$ cat src/rtl/irqc_pkg.sv
package irqc_pkg;
  typedef struct packed {
    logic ackFire;
    logic eoiFire;
    logic wrFire;
  } irqStrobe_t;
endpackage

$ cat src/rtl/irqc_ctrl.sv
module irqc_ctrl
  import irqc_pkg::*;
(
  input  logic       ackHw,
  input  logic       ackSw,
  input  logic       eoiCmd,
  input  logic       wrEn,
  input  logic       anyGrant,
  output irqStrobe_t strb
);
  // Hardware strobe and software command merge into one acknowledge.
  // It only fires when the chain has a winner.
  always_comb begin
    strb.ackFire = (ackHw | ackSw) & anyGrant;
    strb.eoiFire = eoiCmd;
    strb.wrFire  = wrEn;
  end
endmodule

$ cat src/rtl/irqc_path.sv
module irqc_path
  import irqc_pkg::*;
#(
  parameter int N = 4,
  parameter int VEC_W = 8,
  parameter logic [VEC_W-1:0] VEC_BASE = 8'h40
) (
  input  logic             clk,
  input  logic             rstN,
  input  logic [N-1:0]     srcEvent,
  input  logic [N:0]       wrData,
  input  logic             iei,
  input  irqStrobe_t       strb,
  output logic [N-1:0]     pendBits,
  output logic [N-1:0]     iusBits,
  output logic [N-1:0]     ieBits,
  output logic             mieBit,
  output logic             anyGrant,
  output logic             ieo,
  output logic             intN,
  output logic             vecValid,
  output logic [VEC_W-1:0] vecOut
);
  localparam int IDX_W = (N > 1) ? $clog2(N) : 1;

  logic [N-1:0] ieQ, pendQ, iusQ;
  logic         mieQ;
  logic [N-1:0] activeV, grantV, eoiV;
  logic [N:0]   chainV;
  logic [IDX_W-1:0] winIdx;

  assign chainV[0] = iei;

  // Internal chain: a source passes the chain on only when it is neither
  // in service nor requesting.
  for (genvar i = 0; i < N; i++) begin : g_chain
    assign activeV[i]   = pendQ[i] & ieQ[i] & mieQ;
    assign grantV[i]    = activeV[i] & chainV[i] & ~iusQ[i];
    assign chainV[i+1]  = chainV[i] & ~iusQ[i] & ~activeV[i];
  end

  // Isolate the lowest set index, which is the highest-priority in-service bit.
  assign eoiV = iusQ & (~iusQ + N'(1));

  always_comb begin
    winIdx = '0;
    for (int i = N - 1; i >= 0; i--) begin
      if (grantV[i]) winIdx = IDX_W'(i);
    end
  end

  always_ff @(posedge clk or negedge rstN) begin
    if (!rstN) begin
      ieQ   <= '0;
      mieQ  <= 1'b0;
      pendQ <= '0;
      iusQ  <= '0;
    end else begin
      if (strb.wrFire) begin
        ieQ  <= wrData[N-1:0];
        mieQ <= wrData[N];
      end
      pendQ <= (pendQ & ~(strb.ackFire ? grantV : '0)) | (srcEvent & ieQ);
      iusQ  <= (iusQ & ~(strb.eoiFire ? eoiV : '0)) | (strb.ackFire ? grantV : '0);
    end
  end

  assign anyGrant = |grantV;
  assign intN     = ~anyGrant;
  assign ieo      = chainV[N];
  assign vecValid = strb.ackFire;
  assign vecOut   = strb.ackFire ? (VEC_BASE + VEC_W'(winIdx)) : '0;
  assign pendBits = pendQ;
  assign iusBits  = iusQ;
  assign ieBits   = ieQ;
  assign mieBit   = mieQ;
endmodule

$ cat src/rtl/irq_daisy_ctrl.sv
module irq_daisy_ctrl #(
  parameter int N = 4,
  parameter int VEC_W = 8,
  parameter logic [VEC_W-1:0] VEC_BASE = 8'h40
) (
  input  logic             clk,
  input  logic             rstN,
  input  logic [N-1:0]     srcEvent,
  input  logic             wrEn,
  input  logic [N:0]       wrData,
  input  logic             iei,
  output logic             ieo,
  output logic             intN,
  input  logic             ackHw,
  input  logic             ackSw,
  input  logic             eoiCmd,
  output logic             vecValid,
  output logic [VEC_W-1:0] vecOut,
  output logic [N-1:0]     pendBits
);
  irqc_pkg::irqStrobe_t strb;
  logic         anyGrant;
  logic [N-1:0] iusBits, ieBits;
  logic         mieBit;

  irqc_ctrl u_ctrl (
    .ackHw(ackHw), .ackSw(ackSw), .eoiCmd(eoiCmd), .wrEn(wrEn),
    .anyGrant(anyGrant), .strb(strb)
  );

  irqc_path #(.N(N), .VEC_W(VEC_W), .VEC_BASE(VEC_BASE)) u_path (
    .clk(clk), .rstN(rstN), .srcEvent(srcEvent), .wrData(wrData), .iei(iei),
    .strb(strb), .pendBits(pendBits), .iusBits(iusBits), .ieBits(ieBits),
    .mieBit(mieBit), .anyGrant(anyGrant), .ieo(ieo), .intN(intN),
    .vecValid(vecValid), .vecOut(vecOut)
  );
endmodule

$ cat config.mk
export PLATFORM = sky130hd
export DESIGN_NAME = irq_daisy_ctrl
export DESIGN_NICKNAME = d
export VERILOG_FILES = /design/src/rtl/irqc_pkg.sv /design/src/rtl/irqc_ctrl.sv /design/src/rtl/irqc_path.sv /design/src/rtl/irq_daisy_ctrl.sv
export SDC_FILE = /design/constraint.sdc
export NUM_CORES = 1
export LEC_CHECK = 0
export ABC_AREA = 1
export BUFFER_PORTS_ARGS = -buffer_cell sky130_fd_sc_hd__buf_2
export CAP_MARGIN = 0
export CORE_MARGIN = 3
export CORE_UTILIZATION = 40
export CTS_CLUSTER_SIZE = 40
export DETAILED_ROUTE_END_ITERATION = 10
export GPL_TIMING_DRIVEN = 0
export PLACE_DENSITY = 0.74
export REMOVE_ABC_BUFFERS = 1
export SYNTH_ARGS = -nofsm -noshare
export SYNTH_HDL_FRONTEND = slang
export SYNTH_SLANG_ARGS = --single-unit
$ cat constraint.sdc
create_clock -name clk -period 3.9 [get_ports clk]
set_input_delay 0.585 -clock clk [delete_from_list [all_inputs] [get_ports clk]]
set_output_delay 0.585 -clock clk [all_outputs]
set_load 0.05 [all_outputs]
==> results.json, run 1 <==
{
  "num_rows": 15,
  "root_buffer": "clkbuf_4",
  "ys_seq_elements": 13,
  "avgSynthCellArea_um2": 8.44,
  "io_buffers": 25,
  "final_cell_area_um2": 905,
  "routed_via_density": 4.40,
  "setup_viol": 0,
  "die_area_um2": 2430,
  "gp_congestion": 0.797,
  "period_share_pct": 57.8,
  "fin_skew_ns": 0.00908,
  "floorplan.die.width_um": 49.3,
  "pin_count": 31,
  "crit_type": "flop to output pin",
  "drc": 0,
  "grt_max_degree": 14,
  "ys_seq_area_share_pct": 43.3,
  "antenna_found_initial": 0,
  "ant_nets": 0,
  "grt_pass1_wl_um": 2320,
  "yosysWarnings": 0,
  "postCtsHoldBufs": 0,
  "max_freq_mhz": 444,
  "dpl-instance-area_um2": 877,
  "min_period_ns": 2.25,
  "slew_viol_final": 0,
  "netlist_instances": 89,
  "cts-resized-gates": 0,
  "grt_setup_unrepaired": "false",
  "start_util_pct": 43.0,
  "cp_max_fo": 4,
  "peakVddDrop_uv": 245,
  "drt_pass1_iterations": 3,
  "outcome": "finished clean",
  "syn2layout_area_growth_pct": 20.5,
  "hold_path_class": "input port to async pin",
  "clock_latency_ns": 0.27,
  "htreeDepth": 1,
  "cts_tree": "yes",
  "place_hpwl_um": 1220,
  "arrival_ns": 1.67,
  "drtIter0Drc": 6,
  "grt_use_total_pct": 12.3,
  "yosysUniqueCellTypes": 19,
  "grt.overflow.total": 0,
  "routed_wl_um": 1400,
  "fillers": 190,
  "drive_above_1_share_pct": 40.5,
  "drv_cap": 0,
  "cts_sinks": 13,
  "fin_util_pct": 51.8,
  "routedWlPerCell_um": 9.91,
  "cts_buffer_depth": 2,
  "die_h_um": 49.3,
  "power_w": 0.000386,
  "end_kind": "output pin",
  "cts-buffers-inserted": 3,
  "core-area_um2": 1750,
  "dr_total_vias": 620,
  "post_cts_buffers": 0,
  "final_nets": 133,
  "p_leak_nw": 0.543,
  "hold_viol": 0,
  "crit_required_ns": 3.31,
  "crit_path_start_kind": "flop",
  "setup-tns-final_ns": 0,
  "num_antenna_cells": 0,
  "synth_area_um2": 751,
  "path_clk_slew_ns": 0.08,
  "grt_pass1_vias": 585,
  "p_per_area_nw_per_um2": 426
}
-- power by group --
group	leakage (nW)	switching, W	total, W	internal, W
Combinational	0.374	0.000106	0.000145	0.0000388
Clock	0.0177	0.0000420	0.0000800	0.0000379
Sequential	0.151	0.0000121	0.000161	0.000149
-- synth_stat cells --
cell	count	area (µm²)
nand2_1	21	78.8
inv_1	15	56.3
dfrtp_1	13	325
buf_4	6	45.0
mux2_2	4	45.0
nand3_1	4	20.0
nand3_2	4	40.0
nor2_1	4	15.0
o21ai_0	4	20.0
inv_2	3	11.3
a22o_1	2	17.5
nor2_4	2	22.5
conb_1	1	3.75
nand2_2	1	6.26
nand3b_2	1	11.3
nand4_2	1	12.5
nor2_2	1	6.26
o21bai_1	1	7.51
or2_2	1	6.26
-- state kept, by name, indices dropped and copies added (netlist names) --
register         flops
u_path.ieBits        4
u_path.iusBits       4
u_path.mieBit        1
u_path.pendBits      4
-- cells by family after synthesis --
family                 after synthesis  synth area share, %
buffers and inverters               24                 15.0
muxes                                4                 6.00
DFF                                 13                 43.3
AOI/OAI and AO/OA                    7                 6.00
other                                1                0.500
and+or+nand+nor                     40                 29.2
-- metrics by stage --
step	cells	worst slack [ns]	hold slack (ns)
5_1_grt	141	1.49	0.177
3_5_place_dp	137	1.66	0.473
2_1_floorplan	87	1.46	0.289
6_report	141	1.65	0.177
3_3_place_gp	137	1.68	0.451
4_1_cts	141	1.61	0.182
-- layer usage --
metal	part of all wire [%]	vias up	track usage, %
met5	0	-	0
met4	0	0	5.69
met3	7.9	0	2.14
met2	52	22	21.4
met1	40	283	14.6
li1	-	315	-
-- critical path, cell delays in order (launching register included) --
cell and delay, ns:
dfrtp_1 0.42, nor2_4 0.13, nand2_2 0.06, nor2_4 0.11
nand4_2 0.12, nand3_2 0.13, nand2_1 0.08, nor2_1 0.08
buf_2 0.26
-- layout make-up --
| type | instances | area (µm²) | area share [%] |
|---|---|---|---|
| multi-input cells | 56 | 328 | 36.2 |
| flip-flops and latches | 13 | 325 | 36.0 |
| well taps | 25 | 31.3 | 3.46 |
| clock buffers | 3 | 22.5 | 2.49 |
| repair buffers | 25 | 125 | 13.8 |
| clock inverters | 1 | 5.00 | 0.553 |
| inverters | 18 | 67.6 | 7.47 |
-- placed cells by master, fill, tap and decap left out --
| cell | count |
|---|---|
| buf_2 | 25 |
| nand2_1 | 21 |
| inv_1 | 15 |
| dfrtp_1 | 13 |
| conb_1 | 5 |
| nand3_2 | 4 |
| nand3_1 | 4 |
| nor2_1 | 4 |
| o21ai_0 | 4 |
| mux2_2 | 4 |
| inv_2 | 3 |
| clkbuf_4 | 3 |
| nor2_4 | 2 |
| a22o_1 | 2 |
| nand2_2 | 1 |
| nor2_2 | 1 |
| nand4_2 | 1 |
| nand3b_2 | 1 |
| or2_2 | 1 |
| o21bai_1 | 1 |
| clkinv_2 | 1 |
-- final timing paths --
path	slack (ns)	end	cells after the start	startpoint
worst max-delay path	1.65	vecOut[1]	8	u_path.iusBits[0]$_DFF_PN0_
worst min-delay path	0.18	u_path.ieBits[3]$_DFFE_PN0P_	1	rstN
worst max register to register	2.60	u_path.pendBits[3]$_DFF_PN0_	8	u_path.iusBits[0]$_DFF_PN0_
worst min register to register	0.50	u_path.pendBits[3]$_DFF_PN0_	2	u_path.ieBits[3]$_DFFE_PN0P_
max in group asynchronous	3.49	u_path.pendBits[2]$_DFF_PN0_	1	rstN
min in group clk	0.50	u_path.pendBits[3]$_DFF_PN0_	2	u_path.ieBits[3]$_DFFE_PN0P_
No activity file was read; power rests on OpenSTA's default activity.
==> run 2: changes to the inputs <==
Settings changed: PLACE_DENSITY 0.74 to 0.77.
Clock period 3.9 ns to 1.8 ns, I/O delays scaled along.
==> results.json, run 2 (same netlist as run 1, synthesis figures left out) <==
{
  "gp_congestion": 0.776,
  "placed_cells": 137,
  "peakVddDrop_uv": 535,
  "layout_commonest_cell": "nand2_1",
  "routedWlPerCell_um": 10.2,
  "whs_ns": 0.202,
  "setup_viol": 4,
  "cpMaxStageDelayCell": "dfrtp_1",
  "place_hpwl_um": 1180,
  "final_cell_mix": "20 x nand2_1, 19 x buf_2, 14 x inv_1, 13 x dfrtp_1, 6 x buf_6",
  "fin_skew_ns": 0.000562,
  "cp_max_fo": 4,
  "grt_pass1_vias": 616,
  "dr_total_vias": 662,
  "root_buffer": "clkbuf_4",
  "worst_hold_startpoint": "eoiCmd",
  "setup_slack_ns": -0.0765,
  "clock_latency_ns": 0.27,
  "preCtsSetupSlack_ns": 0.153,
  "die_area_um2": 2430,
  "drt_pass1_iterations": 4,
  "crit_required_ns": 1.53,
  "min_period_ns": 1.88,
  "pin_count": 31,
  "grt.overflow.total": 0,
  "crit_chain": "nor2_4, nand2_2, nor2_4, nand4_4, nand3_4, nand3_2, nand2_1, buf_6",
  "drtIter0Drc": 11,
  "num_antenna_cells": 0,
  "setup-tns-final_ns": -0.210,
  "hold_path_class": "input port to flop",
  "fillers": 171,
  "crit_type": "flop to output pin",
  "grt_setup_unrepaired": "true",
  "grt_use_total_pct": 13.2,
  "drive_above_1_share_pct": 43.7,
  "die_h_um": 49.3,
  "max_freq_mhz": 533,
  "cts_buffer_depth": 2,
  "cp_common_cell": "nor2_4",
  "drv_cap": 0,
  "p_per_area_nw_per_um2": 905,
  "io_buffers": 25,
  "cts_sinks": 13,
  "multiInputGateArea_um2": 360,
  "fin_cells": 144,
  "floorplan.die.width_um": 49.3,
  "drc": 0,
  "path_clk_slew_ns": 0.08,
  "core-area_um2": 1750,
  "slew_viol_final": 0,
  "routed_via_density": 4.60,
  "cts-buffers-inserted": 3,
  "grt_max_degree": 14,
  "start_util_pct": 43.0,
  "cts_tree": "yes",
  "grt_pass1_wl_um": 2460,
  "end_kind": "output pin",
  "syn2layout_area_growth_pct": 33.0,
  "p_leak_nw": 0.562,
  "final_nets": 136,
  "ant_nets": 0,
  "htreeDepth": 1,
  "sequential_cell_area_um2": 325,
  "rr_startpoint": "u_path.iusBits[0]$_DFF_PN0_",
  "critical-path-max-stage-delay_ns": 0.42,
  "violations": "setup timing",
  "crit_start": "u_path.iusBits[0]$_DFF_PN0_",
  "antenna_found_initial": 0,
  "routed_wl_um": 1470,
  "period_share_pct": 104,
  "num_rows": 15,
  "hold_viol": 0,
  "outcome": "complete, but fails checks",
  "arrival_ns": 1.61,
  "crit_path_start_kind": "flop"
}
-- run 2: cell types whose count changed in the layout (fill, tap and decap cells not counted), moves of 2 or more --
cell,delta
buf_2,-6
nor2_1,-2
buf_6,+6
nor2_2,+2
buf_4,+2
-- run 2: path summary, 6_finish.rpt --
| kind | endpoint | cells past startpoint | slack, ns |
|---|---|---|---|
| max in group asynchronous | u_path.iusBits[2]$_DFF_PN0_ | 2 | 1.18 |
| worst max register to register | u_path.pendBits[2]$_DFF_PN0_ | 10 | 0.31 |
| worst min-delay path | u_path.iusBits[0]$_DFF_PN0_ | 2 | 0.20 |
| worst max-delay path | vecOut[0] | 8 | -0.08 |
| worst min register to register | u_path.pendBits[3]$_DFF_PN0_ | 2 | 0.48 |
| min in group asynchronous | u_path.ieBits[1]$_DFFE_PN0P_ | 2 | 0.40 |
-- run 2: cell type report --
class | instances | share of cell area, %
tap | 25 | 3.13
clock buffer | 4 | 2.63
multi-input combinational | 56 | 36.1
timing repair buffer | 28 | 18.8
inverter | 18 | 6.77
sequential | 13 | 32.6
-- run 2: power breakdown --
| group | switching [W] | leakage [nW] | internal, W |
|---|---|---|---|
| clock network | 0.0000894 | 0.0150 | 0.0000857 |
| registers | 0.0000256 | 0.151 | 0.000322 |
| logic | 0.000253 | 0.396 | 0.000128 |
-- run 2: critical path, delay by kind of cell (launching register included) --
kind / cells / cell delay (ns)
buffers and inverters: 1 / 0.15
AND/OR/NAND/NOR: 7 / 0.76
flip-flops: 1 / 0.42
-- run 2: layer usage --
layer / global-route usage [%] / wire length, µm / vias to the layer above
li1: - / - / 324
met1: 15.3 / 578 / 316
met2: 22.3 / 794 / 20
met3: 2.75 / 89 / 2
met4: 7.11 / 10 / 0
met5: 0 / 0 / -
-- run 2: repair_timing --
action | 4_1_cts | 5_1_grt
buffers inserted | 1 | 1
pin swaps | 0 | 3
hold endpoints to repair | 13 | 0
resized for setup | 8 | 13
setup endpoints to repair | 5 | 6
hold buffers | 1 | 0
-- run 2: metrics by stage --
stage	util, %	cell area, µm²	power, W
final	57.2	998	0.000903
after global routing	57.2	998	0.000966
after CTS	54.2	946	0.000871
after detailed placement	50.3	877	0.000671
after global placement	50.3	877	0.000663
after floorplan	-	721	0.000594
==> run 3: changes to the inputs <==
Settings changed: CORE_UTILIZATION 40 to 33, CTS_BUF_LIST set to sky130_fd_sc_hd__clkbuf_4 sky130_fd_sc_hd__clkbuf_8, PLACE_DENSITY 0.77 to 0.67.
==> results.json, run 3 (same netlist as run 1, synthesis figures left out) <==
{
  "critical-path-max-stage-delay_ns": 0.42,
  "met2_usage_pct": 19.2,
  "min_period_ns": 1.91,
  "preCtsSetupSlack_ns": 0.142,
  "reg2regPathDepth": 11,
  "die_area_um2": 2880,
  "dr_total_vias": 652,
  "final_cell_area_um2": 1050,
  "arrival_ns": 1.64,
  "hold-path-endpoint": "u_path.pendBits[3]$_DFF_PN0_",
  "routedWlPerCell_um": 10.2,
  "grt_pass1_wl_um": 2450,
  "cts_sinks": 13,
  "routed_via_density": 4.44,
  "die_h_um": 53.7,
  "cp_common_cell": "nor2_4",
  "timing.rr.end": "u_path.pendBits[2]$_DFF_PN0_",
  "top_usage_layer": "met2",
  "clock_latency_ns": 0.27,
  "slew_viol_final": 0,
  "path_clk_slew_ns": 0.08,
  "fillers": 199,
  "met3_usage_pct": 2.77,
  "drive_above_1_share_pct": 45.8,
  "grt_pass1_vias": 594,
  "r2r_setup_slack_ns": 0.19,
  "floorplan.die.width_um": 53.7,
  "cp_max_fo": 4,
  "p_leak_nw": 0.579,
  "crit_required_ns": 1.53,
  "drt_pass1_iterations": 4,
  "max_freq_mhz": 522,
  "syn2layout_area_growth_pct": 39.3,
  "io_buffers": 25,
  "num_rows": 16,
  "ant_nets": 0,
  "end_kind": "output pin",
  "p_per_area_nw_per_um2": 893,
  "setup_viol": 4,
  "fin_skew_ns": 0.000413,
  "crit_path_start_kind": "flop",
  "hold_path_class": "input port to flop",
  "crit_type": "flop to output pin",
  "pin_count": 31,
  "peakVddDrop_uv": 509,
  "routed_wl_um": 1500,
  "setup_slack_ns": -0.115,
  "outcome": "complete, but fails checks",
  "violations": "setup timing",
  "grt_max_degree": 14,
  "num_antenna_cells": 0,
  "whs_ns": 0.187,
  "drtIter0Drc": 10,
  "antenna_found_initial": 0,
  "grt_setup_unrepaired": "true",
  "cts-buffers-inserted": 3,
  "cts_buffer_depth": 2,
  "drv_cap": 0,
  "root_buffer": "clkbuf_4",
  "grt.overflow.total": 0,
  "final_nets": 137,
  "grt_use_total_pct": 12.0,
  "htreeDepth": 1,
  "gp_congestion": 0.757,
  "cpMaxStageDelayCell": "dfrtp_1",
  "power_w": 0.000935,
  "period_share_pct": 106,
  "place_hpwl_um": 1180,
  "rr_startpoint": "u_path.iusBits[0]$_DFF_PN0_",
  "hold_viol": 0,
  "final_cell_mix": "19 x nand2_1, 19 x buf_2, 14 x inv_1, 13 x dfrtp_1, 5 x conb_1",
  "dpl-instance-area_um2": 880,
  "cts_tree": "yes",
  "crit_chain": "nor2_4, nand2_2, nor2_4, nand4_4, nand3_4, nand2_4, nor2_4, buf_6",
  "worst_hold_startpoint": "srcEvent[3]",
  "use_met1_pct": 14.5,
  "core-area_um2": 2060,
  "drc": 0,
  "start_util_pct": 36.4,
  "worstHoldPathCells": 3
}
run 3: how the worst max path moves through the flow:
stage | startpoint | end | depth (start not counted)
final | u_path.iusBits[0]$_DFF_PN0_ | vecOut[1] | 8
after global routing | u_path.iusBits[0]$_DFF_PN0_ | vecOut[1] | 8
after CTS | u_path.iusBits[0]$_DFF_PN0_ | vecOut[1] | 8
after detailed placement | u_path.iusBits[0]$_DFF_PN0_ | vecOut[1] | 8
after global placement | u_path.mieBit$_DFFE_PN0P_ | vecOut[0] | 8
after floorplan | u_path.pendBits[0]$_DFF_PN0_ | vecOut[1] | 8
run 3: stage by stage:
step / std cells / TNS, ns / utilization, %
after detailed placement: 139 / 0 / 42.7
after global routing: 147 / -1.12 / 50.7
after floorplan: 87 / -0.967 / -
after CTS: 145 / -0.348 / 46.0
final: 147 / -0.380 / 50.7
after global placement: 139 / 0 / 42.7
run 3: layout make-up:
| class | count | area (µm²) | share of cell area, % |
|---|---|---|---|
| Clock buffer | 3 | 22.5 | 2.15 |
| Multi-Input combinational cell | 56 | 385 | 36.8 |
| Tap cell | 27 | 33.8 | 3.23 |
| Clock inverter | 1 | 5.00 | 0.478 |
| Inverter | 18 | 67.6 | 6.46 |
| Sequential cell | 13 | 325 | 31.1 |
| Timing Repair Buffer | 29 | 206 | 19.7 |
run 3: per-layer routing:
| metal | wire length (µm) | vias up |
|---|---|---|
| li1 | - | 324 |
| met1 | 638 | 291 |
| met2 | 711 | 33 |
| met3 | 122 | 4 |
| met4 | 26 | 0 |
| met5 | 0 | - |
run 3: worst max-delay path, delay by kind of cell (launching register included):
kind,cells,cell delay (ns)
and+or+nand+nor,7,0.79
DFF,1,0.42
buffers and inverters,1,0.16
run 3: power by group:
part	leakage, nW	internal, W	total, W	switching [W]
Combinational	0.410	0.000144	0.000408	0.000264
Sequential	0.151	0.000322	0.000348	0.0000255
Clock	0.0177	0.0000824	0.000179	0.0000966
Total	0.579	0.000548	0.000935	0.000386
run 3: timing repair:
item | CTS | global route
gates resized for setup | 8 | 20
setup endpoints to repair | 5 | 6
setup buffers | 1 | 2
hold buffers | 1 | 0
pin swaps | 0 | 4
hold endpoints to repair | 13 | 0
